==> config.mk <==
export PLATFORM = sky130hd
export DESIGN_NAME = exc_entry
export DESIGN_NICKNAME = d
export VERILOG_FILES = /design/src/rtl/exc_entry_pkg.sv /design/src/rtl/exc_select.sv /design/src/rtl/exc_epc_adj.sv /design/src/rtl/exc_sr_entry.sv /design/src/rtl/exc_entry.sv
export SDC_FILE = /design/constraint.sdc
export NUM_CORES = 1
export LEC_CHECK = 0
export BUFFER_PORTS_ARGS = -buffer_cell sky130_fd_sc_hd__buf_2
export CORE_ASPECT_RATIO = 0.6
export CORE_UTILIZATION = 53
export CTS_CLUSTER_DIAMETER = 150
export DETAILED_ROUTE_END_ITERATION = 12
export GPL_TIMING_DRIVEN = 1
export HOLD_SLACK_MARGIN = 0.12
export PLACE_DENSITY = 0.87
export SYNTH_ARGS = -nofsm -noshare
export SYNTH_HDL_FRONTEND = slang
export SYNTH_HIERARCHICAL = 1
export SYNTH_SLANG_ARGS = --single-unit
==> constraint.sdc <==
create_clock -name clk -period 0.8 [get_ports clk]
set_input_delay 0.16 -clock clk [delete_from_list [all_inputs] [get_ports clk]]
set_output_delay 0.16 -clock clk [all_outputs]
set_load 0.1 [all_outputs]
==> src/rtl/exc_entry_pkg.sv <==
package exc_entry_pkg;
  typedef enum logic [1:0] {
    SRC_NONE = 2'd0,
    SRC_SYNC = 2'd1,
    SRC_TICK = 2'd2,
    SRC_EXT  = 2'd3
  } exc_src_e;
endpackage

==> src/rtl/exc_select.sv <==
module exc_select
  import exc_entry_pkg::*;
#(
  parameter int IDXW     = 5,
  parameter int TICK_IDX = 5,
  parameter int EXT_IDX  = 8
) (
  input  logic            req_i,
  input  logic [IDXW-1:0] req_idx_i,
  input  logic            ext_i,
  input  logic            tick_i,
  input  logic            ext_en_i,
  input  logic            tick_en_i,
  output exc_src_e        src_o,
  output logic [IDXW-1:0] idx_o
);
  localparam logic [IDXW-1:0] TICK_CODE = IDXW'(TICK_IDX);
  localparam logic [IDXW-1:0] EXT_CODE  = IDXW'(EXT_IDX);

  always_comb begin
    src_o = SRC_NONE;
    idx_o = '0;
    if (req_i) begin
      src_o = SRC_SYNC;
      idx_o = req_idx_i;
    end else if (tick_i && tick_en_i) begin
      src_o = SRC_TICK;
      idx_o = TICK_CODE;
    end else if (ext_i && ext_en_i) begin
      src_o = SRC_EXT;
      idx_o = EXT_CODE;
    end
  end
endmodule

==> src/rtl/exc_epc_adj.sv <==
module exc_epc_adj #(
  parameter int PCW  = 32,
  parameter int STEP = 4
) (
  input  logic [PCW-1:0] pc_i,
  input  logic           dslot_i,
  input  logic           syscall_i,
  output logic [PCW-1:0] epc_o
);
  localparam logic [PCW-1:0] STEP_V = PCW'(STEP);

  logic [PCW-1:0] back;

  always_comb begin
    back  = dslot_i ? (pc_i - STEP_V) : pc_i;
    epc_o = syscall_i ? (back + STEP_V) : back;
  end
endmodule

==> src/rtl/exc_sr_entry.sv <==
module exc_sr_entry #(
  parameter int SRW     = 16,
  parameter int BIT_SM  = 0,
  parameter int BIT_TEE = 1,
  parameter int BIT_IEE = 2,
  parameter int BIT_DME = 5,
  parameter int BIT_IME = 6,
  parameter int BIT_DSX = 13
) (
  input  logic [SRW-1:0] sr_i,
  input  logic           dslot_i,
  output logic [SRW-1:0] sr_o
);
  for (genvar b = 0; b < SRW; b++) begin : g_bit
    if (b == BIT_SM) begin : g_set
      assign sr_o[b] = 1'b1;
    end else if (b == BIT_TEE || b == BIT_IEE || b == BIT_DME || b == BIT_IME) begin : g_clr
      assign sr_o[b] = 1'b0;
    end else if (b == BIT_DSX) begin : g_dsx
      assign sr_o[b] = sr_i[b] | dslot_i;
    end else begin : g_keep
      assign sr_o[b] = sr_i[b];
    end
  end
endmodule

==> src/rtl/exc_entry.sv <==
module exc_entry
  import exc_entry_pkg::*;
#(
  parameter int PCW         = 32,
  parameter int SRW         = 16,
  parameter int IDXW        = 5,
  parameter int NUM_EXC     = 16,
  parameter int VEC_SHIFT   = 8,
  parameter int SYSCALL_IDX = 12,
  parameter int TICK_IDX    = 5,
  parameter int EXT_IDX     = 8,
  parameter int BIT_SM      = 0,
  parameter int BIT_TEE     = 1,
  parameter int BIT_IEE     = 2,
  parameter int BIT_DME     = 5,
  parameter int BIT_IME     = 6,
  parameter int BIT_DSX     = 13
) (
  input  logic            clk,
  input  logic            rst_n,
  input  logic [PCW-1:0]  pc_i,
  input  logic [SRW-1:0]  sr_i,
  input  logic            dslot_i,
  input  logic            exc_req_i,
  input  logic [IDXW-1:0] exc_idx_i,
  input  logic            irq_ext_i,
  input  logic            irq_tick_i,
  output logic            entry_o,
  output logic [PCW-1:0]  vector_o,
  output logic [PCW-1:0]  epc_o,
  output logic [SRW-1:0]  esr_o,
  output logic [SRW-1:0]  sr_o,
  output logic            dslot_clr_o,
  output logic            tlb_flush_o,
  output logic            bad_vec_o
);
  localparam logic [IDXW-1:0] SYSCALL_CODE = IDXW'(SYSCALL_IDX);
  localparam logic [PCW-1:0]  TICK_VEC     = PCW'(TICK_IDX) << VEC_SHIFT;

  exc_src_e        src;
  logic [IDXW-1:0] idx;
  logic            taken, idx_ok, commit;
  logic [PCW-1:0]  epc_calc, vec_calc;
  logic [SRW-1:0]  sr_calc;

  exc_select #(.IDXW(IDXW), .TICK_IDX(TICK_IDX), .EXT_IDX(EXT_IDX)) u_sel (
    .req_i     (exc_req_i),
    .req_idx_i (exc_idx_i),
    .ext_i     (irq_ext_i),
    .tick_i    (irq_tick_i),
    .ext_en_i  (sr_i[BIT_IEE]),
    .tick_en_i (sr_i[BIT_TEE]),
    .src_o     (src),
    .idx_o     (idx)
  );

  exc_epc_adj #(.PCW(PCW), .STEP(4)) u_epc (
    .pc_i      (pc_i),
    .dslot_i   (dslot_i),
    .syscall_i (idx == SYSCALL_CODE),
    .epc_o     (epc_calc)
  );

  exc_sr_entry #(
    .SRW(SRW), .BIT_SM(BIT_SM), .BIT_TEE(BIT_TEE), .BIT_IEE(BIT_IEE),
    .BIT_DME(BIT_DME), .BIT_IME(BIT_IME), .BIT_DSX(BIT_DSX)
  ) u_sr (
    .sr_i    (sr_i),
    .dslot_i (dslot_i),
    .sr_o    (sr_calc)
  );

  always_comb begin
    taken    = (src != SRC_NONE);
    idx_ok   = (idx != '0) && (32'(idx) < NUM_EXC);
    commit   = taken && idx_ok;
    vec_calc = PCW'(idx) << VEC_SHIFT;
  end

  logic            entry_d, flush_d, bad_d, dsclr_d;
  logic [PCW-1:0]  epc_d, vec_d;
  logic [SRW-1:0]  esr_d, sr_d;

  always_comb begin
    entry_d = commit;
    flush_d = commit;
    dsclr_d = commit && dslot_i;
    bad_d   = taken && !idx_ok;
    epc_d   = epc_o;
    vec_d   = vector_o;
    esr_d   = esr_o;
    sr_d    = sr_o;
    if (commit) begin
      epc_d = epc_calc;
      vec_d = vec_calc;
      esr_d = sr_i;
      sr_d  = sr_calc;
    end
  end

  always_ff @(posedge clk or negedge rst_n) begin
    if (!rst_n) begin
      entry_o     <= 1'b0;
      tlb_flush_o <= 1'b0;
      dslot_clr_o <= 1'b0;
      bad_vec_o   <= 1'b0;
      epc_o       <= '0;
      vector_o    <= '0;
      esr_o       <= '0;
      sr_o        <= '0;
    end else begin
      entry_o     <= entry_d;
      tlb_flush_o <= flush_d;
      dslot_clr_o <= dsclr_d;
      bad_vec_o   <= bad_d;
      if (commit) begin
        epc_o    <= epc_d;
        vector_o <= vec_d;
        esr_o    <= esr_d;
        sr_o     <= sr_d;
      end
    end
  end

  assert_esr_capture_R4: assert property (@(posedge clk) disable iff (!rst_n)
    entry_o |-> esr_o == $past(sr_i));
  assert_sr_rewrite_R5: assert property (@(posedge clk) disable iff (!rst_n)
    entry_o |-> (sr_o[BIT_SM] && !sr_o[BIT_IEE] && !sr_o[BIT_TEE]
                 && !sr_o[BIT_DME] && !sr_o[BIT_IME]));
  assert_vec_align_R6: assert property (@(posedge clk) disable iff (!rst_n)
    entry_o |-> vector_o[VEC_SHIFT-1:0] == '0);
  assert_bad_holds_R7: assert property (@(posedge clk) disable iff (!rst_n)
    bad_vec_o |-> (!entry_o && !tlb_flush_o && $stable(epc_o) && $stable(vector_o)));
  assert_tick_wins_R9: assert property (@(posedge clk) disable iff (!rst_n)
    (entry_o && !$past(exc_req_i) && $past(irq_tick_i && sr_i[BIT_TEE])) |-> vector_o == TICK_VEC);
  assert_flush_with_entry_R11: assert property (@(posedge clk) disable iff (!rst_n)
    $rose(tlb_flush_o) |-> entry_o);
  assert_dsx_R2: assert property (@(posedge clk) disable iff (!rst_n)
    dslot_clr_o |-> (entry_o && sr_o[BIT_DSX]));
endmodule

==> results of run 1 <==
[cell families after synthesis]
group | synth area share, %
mux | 21.5
flops | 35.6
buf+inv | 10.5
compound gates | 6.89
simple gates | 16.5
other cells | 0.222
fa+ha+maj | 0.494
xor+xnor | 8.30
[metrics by stage]
step	area (um^2)	setup slack, ns	instances	TNS, ns	util [%]
2_1_floorplan	5570	-2.24	498	-83.37	-
3_5_place_dp	7970	-2.34	813	-102.84	86.4
3_3_place_gp	7970	-2.22	813	-95.86	86.4
==> results.md, run 1 <==
Run status:
- The run stopped with a tool error.
- The last stage reached is clock tree synthesis.
- The first error in the log reads "[ERROR DPL-0033] detailed placement checks failed during check placement".

Logic synthesis:
- Yosys printed 6 warnings.
- The average instance area after synthesis is roughly 11 um^2.
- Yosys attributes the largest share of cell area to dfrtp_1 (36%), mux2_4 (20%), buf_4 (6.8%).
- In this run, synthesis produced a sequential element count of 72.
- The cell type with the highest aggregate area in the netlist is dfrtp_1.
- The synthesized cell area is 5060 um^2.
- The share of synthesized area in the top cell type comes to between 30 and 40%.
- The synthesized design contains 0 enable-type register cells.
- By count the netlist is led by dfrtp_1 (72), mux2_4 (67), buf_4 (46), xnor2_1 (33), nand2_1 (29).
- For this run, the leading register cell type out of synthesis is dfrtp_1.
- The share of synthesized area occupied by flip-flops and latches is ~36%.
- The cell count after synthesis came out at between 400 and 500.
- The async set-reset flop share out of synthesis is 100%.
- The count of cell types in the netlist is 65.
- The most instantiated library cell after synthesis is dfrtp_1.

Die:
- After floorplanning, the core was divided into 27 placement rows.
- The number of top-level pins is roughly 160.
- The floorplan step set the die width to roughly 130 um.
- In this run the vertical extent of the chip is between 70 and 80 um.
- Once the floorplan was initialized, standard cells occupied between 50% and 60% of the core.

Clocking:
- Buffers inserted to repair hold after CTS numbered 1.
- In this run the clock root is driven by a clkbuf_16.
- The H-tree was split into 3 levels.
- In this run, CTS created clock tree buffers numbering 9.
- The number of clock sinks seen by CTS is a little over 70.
- Gates resized during post-CTS repair numbered between 100 and 150.
- Buffers added to address setup during post-CTS repair amount to 53.
- The maximum root-to-sink buffer count is 2.

Placement:
- The number of input and output port buffers inserted is roughly 130.
- After legalization and detailed placement, the total HPWL measured 13.2 mm.
- The congestion estimate from routability-driven global placement came to between 1 and 1.5.
==> run 2, diff against run 1 <==
--- a/config.mk
+++ b/config.mk
@@ -6,13 +6,10 @@
 export NUM_CORES = 1
 export LEC_CHECK = 0
 export BUFFER_PORTS_ARGS = -buffer_cell sky130_fd_sc_hd__buf_2
-export CORE_ASPECT_RATIO = 0.6
-export CORE_UTILIZATION = 53
-export CTS_CLUSTER_DIAMETER = 150
+export CORE_UTILIZATION = 40
 export DETAILED_ROUTE_END_ITERATION = 12
 export GPL_TIMING_DRIVEN = 1
-export HOLD_SLACK_MARGIN = 0.12
-export PLACE_DENSITY = 0.87
+export PLACE_DENSITY_LB_ADDON = 0.15
 export SYNTH_ARGS = -nofsm -noshare
 export SYNTH_HDL_FRONTEND = slang
 export SYNTH_HIERARCHICAL = 1
==> run 2 against run 1 <==
Against the previous run:
- the flow now finishes, with violations (negative setup slack)
- synthesized area unchanged
- synthesized cell count unchanged
==> results.md, run 2 <==
Finish:
- The number of inserted filler cells in the final layout is ~770.
- The register with the most flip-flops in the layout has 32 of them.
- The largest registers in the layout are epc_o (32), esr_o (16), sr_o (16).
- The final instance count without filler cells is between 900 and 1000.
- In the layout the commonest cells are buf_4 (145), buf_12 (81), dfrtp_4 (72).
- The repair_antennas step left the layout with diodes totalling 0.
- At the end of the flow, the number of nets in the layout was slightly above 800.
- In the final layout, flip-flops and latches occupy 2070 um^2.
- Leaving out fill and tap cells, the most frequent cell in the layout is buf_4.
- Cells with a size suffix above 1 make up between 70% and 80% of the layout.
- The largest register by flop count is epc_o.
- Summing all multi-input logic gate instances after layout gives about 3400 um^2.
- Relative to the synthesized area, the layout overhead comes to 86.6%.
- At the end of the flow the core is filled with cells to between 70 and 80%.

Logic synthesis:
- The number of enable flip-flop cells after synthesis is 0.
- The post-synthesis cell count is approximately 470.
- In this run the cell area of the synthesized design comes to between 5000 and 6000 um^2.
- After synthesis, the cell types taking the most area are dfrtp_1 (36%), mux2_4 (20%), buf_4 (6.8%).
- The count of cell types in the netlist is 65.
- The most instantiated library cell after synthesis is dfrtp_1.
- The cell type with the highest aggregate area in the netlist is dfrtp_1.
- Each instance of the synthesized netlist takes up on average approximately 11 um^2.
- The number of synthesis warnings is 6.
- The most common flop cell mapped by yosys is dfrtp_1.
- Sorting the synthesized cells by how often they occur yields dfrtp_1 (72), mux2_4 (67), buf_4 (46), xnor2_1 (33), nand2_1 (29).
- The register bit total from synthesis is a little over 70.
- The share of Yosys cell area claimed by the top area cell type is between 30% and 40%.
- For this run, asynchronously set or reset flops after synthesis account for between 90% and 100%.
- The share of synthesized area occupied by flip-flops and latches is 35.6%.

Routing:
- For this block, the initial DRC count from the detailed router was 228.
- In the routed design, unresolved DRC markers number 0.
- The highest metal layer carrying signal wires in the routed design is met4.
- Once detail routing completed, the nets flagged for antenna violations numbered 0.
- For this run, the detailed router's first-pass iteration total came to 5.
- The final layout contains routed wiring with a total length of between 15 and 20 mm.
- The detailed router put a total of between 6 and 7 mm of wire on met1.
- The wire length on met3 is about 700 um.
- In the routed layout, each cell is associated on average with a via count of around 5.0.
- Summed over all nets, wire length on met2 after detailed routing comes to between 8 and 9 mm.
- The total via count after detailed routing is between 4000 and 5000.
- After detailed routing, the average wire length per cell comes to ~18 um.

Placement:
- The pre-CTS setup slack is -2.33 ns.
- Port buffering added between 100 and 150 buffers.
- The number of placed cells counting well taps is slightly below 900.
- The total half-perimeter wirelength after legalization and detailed placement is ~11 mm.
- The final RePlAce weighted congestion is between 0.9 and 1.

STA:
- The worst pin sits at a relative slew slack of about three fifths.
- The hold violation total from the final report was 0.
- Setup slack on the critical path of the routed design comes to -1.96 ns.
- The total setup violations reported at the end of the flow is approximately 150.
- At the pin with the least slew margin, the transition time is between 0.6 and 0.7 ns.
- The count of final max-slew check failures was 0.
- The final critical path takes up 345% of the cycle.
- The aggregate negative setup slack is -100.62 ns.
- The maximum clock frequency is about 0.36 GHz.
- Setup repair after global routing could not meet its margin everywhere.
- The final worst clock skew is 0 ns.
- The final critical path time including I/O delays and setup is 2.76 ns.

Global routing:
- The global route total overflow is 0.
- Entering global routing, the biggest net connects 24 pins.
- The number of global-route vias before repair is about 4800.
- The number of antenna violations at the first check in global routing is 0.
- The wire length of the first global-routing pass is about 25 mm.
- In the global route stage, overall resource usage came out at around 25%.

Critical path:
- The largest fanout of any net on the critical path is 4.
- For flop-to-flop paths, the worst setup slack is -0.22 ns.
- Among all stages on the critical path, the largest delay is contributed by or4_4.
- The startpoint identified for the worst register-to-register timing path is epc_o[14].
- On the worst path, the slowest cell contributes a delay of roughly 0.52 ns.
- The worst setup path is captured at a flip-flop.
- The worst reg-to-reg path cell count is 2.
- Counting stages on the worst path, the most repeated cell is or4_4.
- The type of the setup path with the least slack is in2reg.
- The worst path arrival time is about 3 ns.
- Walking the worst path, the cells encountered are buf_6 -> or4_4 -> or4_4 -> or3_4 -> a22o_4 -> nor4_4 -> buf_4 -> a21oi_2 -> a31oi_1 -> xnor2_1 -> mux2_4.
- The kind of start point of the critical path is an input port.
- The worst reg2reg path endpoint is epc_o[14].
- The data required time of the critical path is 1.03 ns.

Die:
- For this configuration, the core starts out at a cell density of 41.6%.
- The initialized floorplan defines 40 standard-cell rows.
- The number of top-level pins is roughly 160.
- The horizontal die dimension is roughly 110 um.
- The die covers approximately 13000 um^2.
- The area of the placeable core is around 12000 um^2.
- The floorplan step set the die height to between 100 and 150 um.

Power:
- The share of total power dissipated in sequential elements is 25.3%.
- The share of total power dissipated in combinational logic is around 56%.
- The proportion of power drawn by the clock network is 18.6%.
- Power spread over the standard cell area amounts to 2360 nW/um^2.
- The static leakage is 4.17 nW.
- The power dissipated by switching net loads is a little over 10 mW.
- The cell-internal power is between 10 and 15 mW.
- The switching share of total power is between 40% and 50%.
- The worst IR drop on VDD is 1.49 mV.

Run status:
- The flow ran to the end, but the final reports show violations.
- The final reports fail on negative setup slack.

Hold path:
- The path type of the worst min-delay path is in2reg.
- The worst hold path terminates at epc_o[0].
- Counting instances, the worst hold path has a depth of 2.
- In this run the most critical hold path is launched from pc_i[0].

Clocking:
- The clock root buffer is clkbuf_16.
- TritonCTS built the clock tree.
- The number of buffers created by CTS is 9.
- For this design, the sink count on the clock tree is 72.
- The maximum root-to-sink buffer count is 2.
- At the later pin of the worst-skew pair, clock insertion delay measures 0.33 ns.
- The deepest level of the CTS H-tree is 3.
- Clock-pin slew was measured on the worst setup and hold paths at ~0.070 ns.

Flow run:
- Across the run, the number of max-cap violations was 0.
[run 2: cell counts after synthesis]
Identical to the previous run, type by type.
[run 2: power groups by stage]
stage | registers, mW | clock network, mW | logic [mW]
4_1_cts | 5.63 | 4.18 | 12.3
3_3_place_gp | 5.66 | 0 | 11.7
6_report | 5.64 | 4.14 | 12.5
3_5_place_dp | 5.70 | 0 | 11.7
2_1_floorplan | 10.5 | 0 | 2.69
5_1_grt | 5.71 | 4.35 | 12.9
[run 2: worst max path at each step]
stage,start,end,cells past startpoint
3_5_place_dp,pc_i[8],epc_o[25],13
3_3_place_gp,pc_i[8],epc_o[27],12
5_1_grt,pc_i[19],epc_o[29],11
2_1_floorplan,pc_i[9],epc_o[31],11
6_report,pc_i[19],epc_o[29],11
4_1_cts,pc_i[19],epc_o[29],11
[run 2: per-layer routing]
layer | global-route usage [%] | vias up
met3 | 4.55 | 17
met2 | 44.2 | 145
met4 | 7.79 | 0
li1 | - | 2177
met5 | 0 | -
met1 | 30.6 | 2262
[run 2: kinds of logic (layout without fill, tap and decap cells)]
logic type	after synthesis	count (layout)	synth area share, %
AOI/OAI and AO/OA	49	49	6.89
buffers and inverters	75	338	10.5
DFF	72	72	35.6
xor gates and xnor gates	48	48	8.30
muxes	75	75	21.5
other	3	32	0.222
and+or+nand+nor	145	145	16.5
adders and majority gates	2	2	0.494
[run 2: area by class of cell]
cell class	count	area share [%]
multi-input cells	351	35.5
clock buffers	10	2.42
inverters	5	0.199
clock inverters	6	0.715
flip-flops and latches	72	21.9
well taps	168	2.22
repair buffers	317	37.0
[run 2: critical path: cells and delay by family]
family | cells | cell delay, ns
AND/OR/NAND/NOR | 4 | 1.69
buffers and inverters | 2 | 0.27
multiplexers | 1 | 0.26
XOR/XNOR | 1 | 0.10
AO/OA/AOI/OAI | 3 | 0.49
[run 2: through the flow]
step	hold WS, ns	cell area [um^2]	power, mW
final	0.0566	9450	22.3
after global routing	0.0491	9450	22.9
after CTS	0.0473	9110	22.1
after detailed placement	0.0352	8130	17.4
after global placement	0.0318	8130	17.3
after floorplan	-0.136	5570	13.2
[run 2: repair_timing]
item                       4_1_cts  5_1_grt
setup buffers                   29       20
hold buffers                     1        0
pin swaps                       31       28
hold endpoints to repair        72        0
setup endpoints to repair      145      145
gates resized for setup         90       42
gates cloned                     4        1
Power figures use the tool's default switching activity.
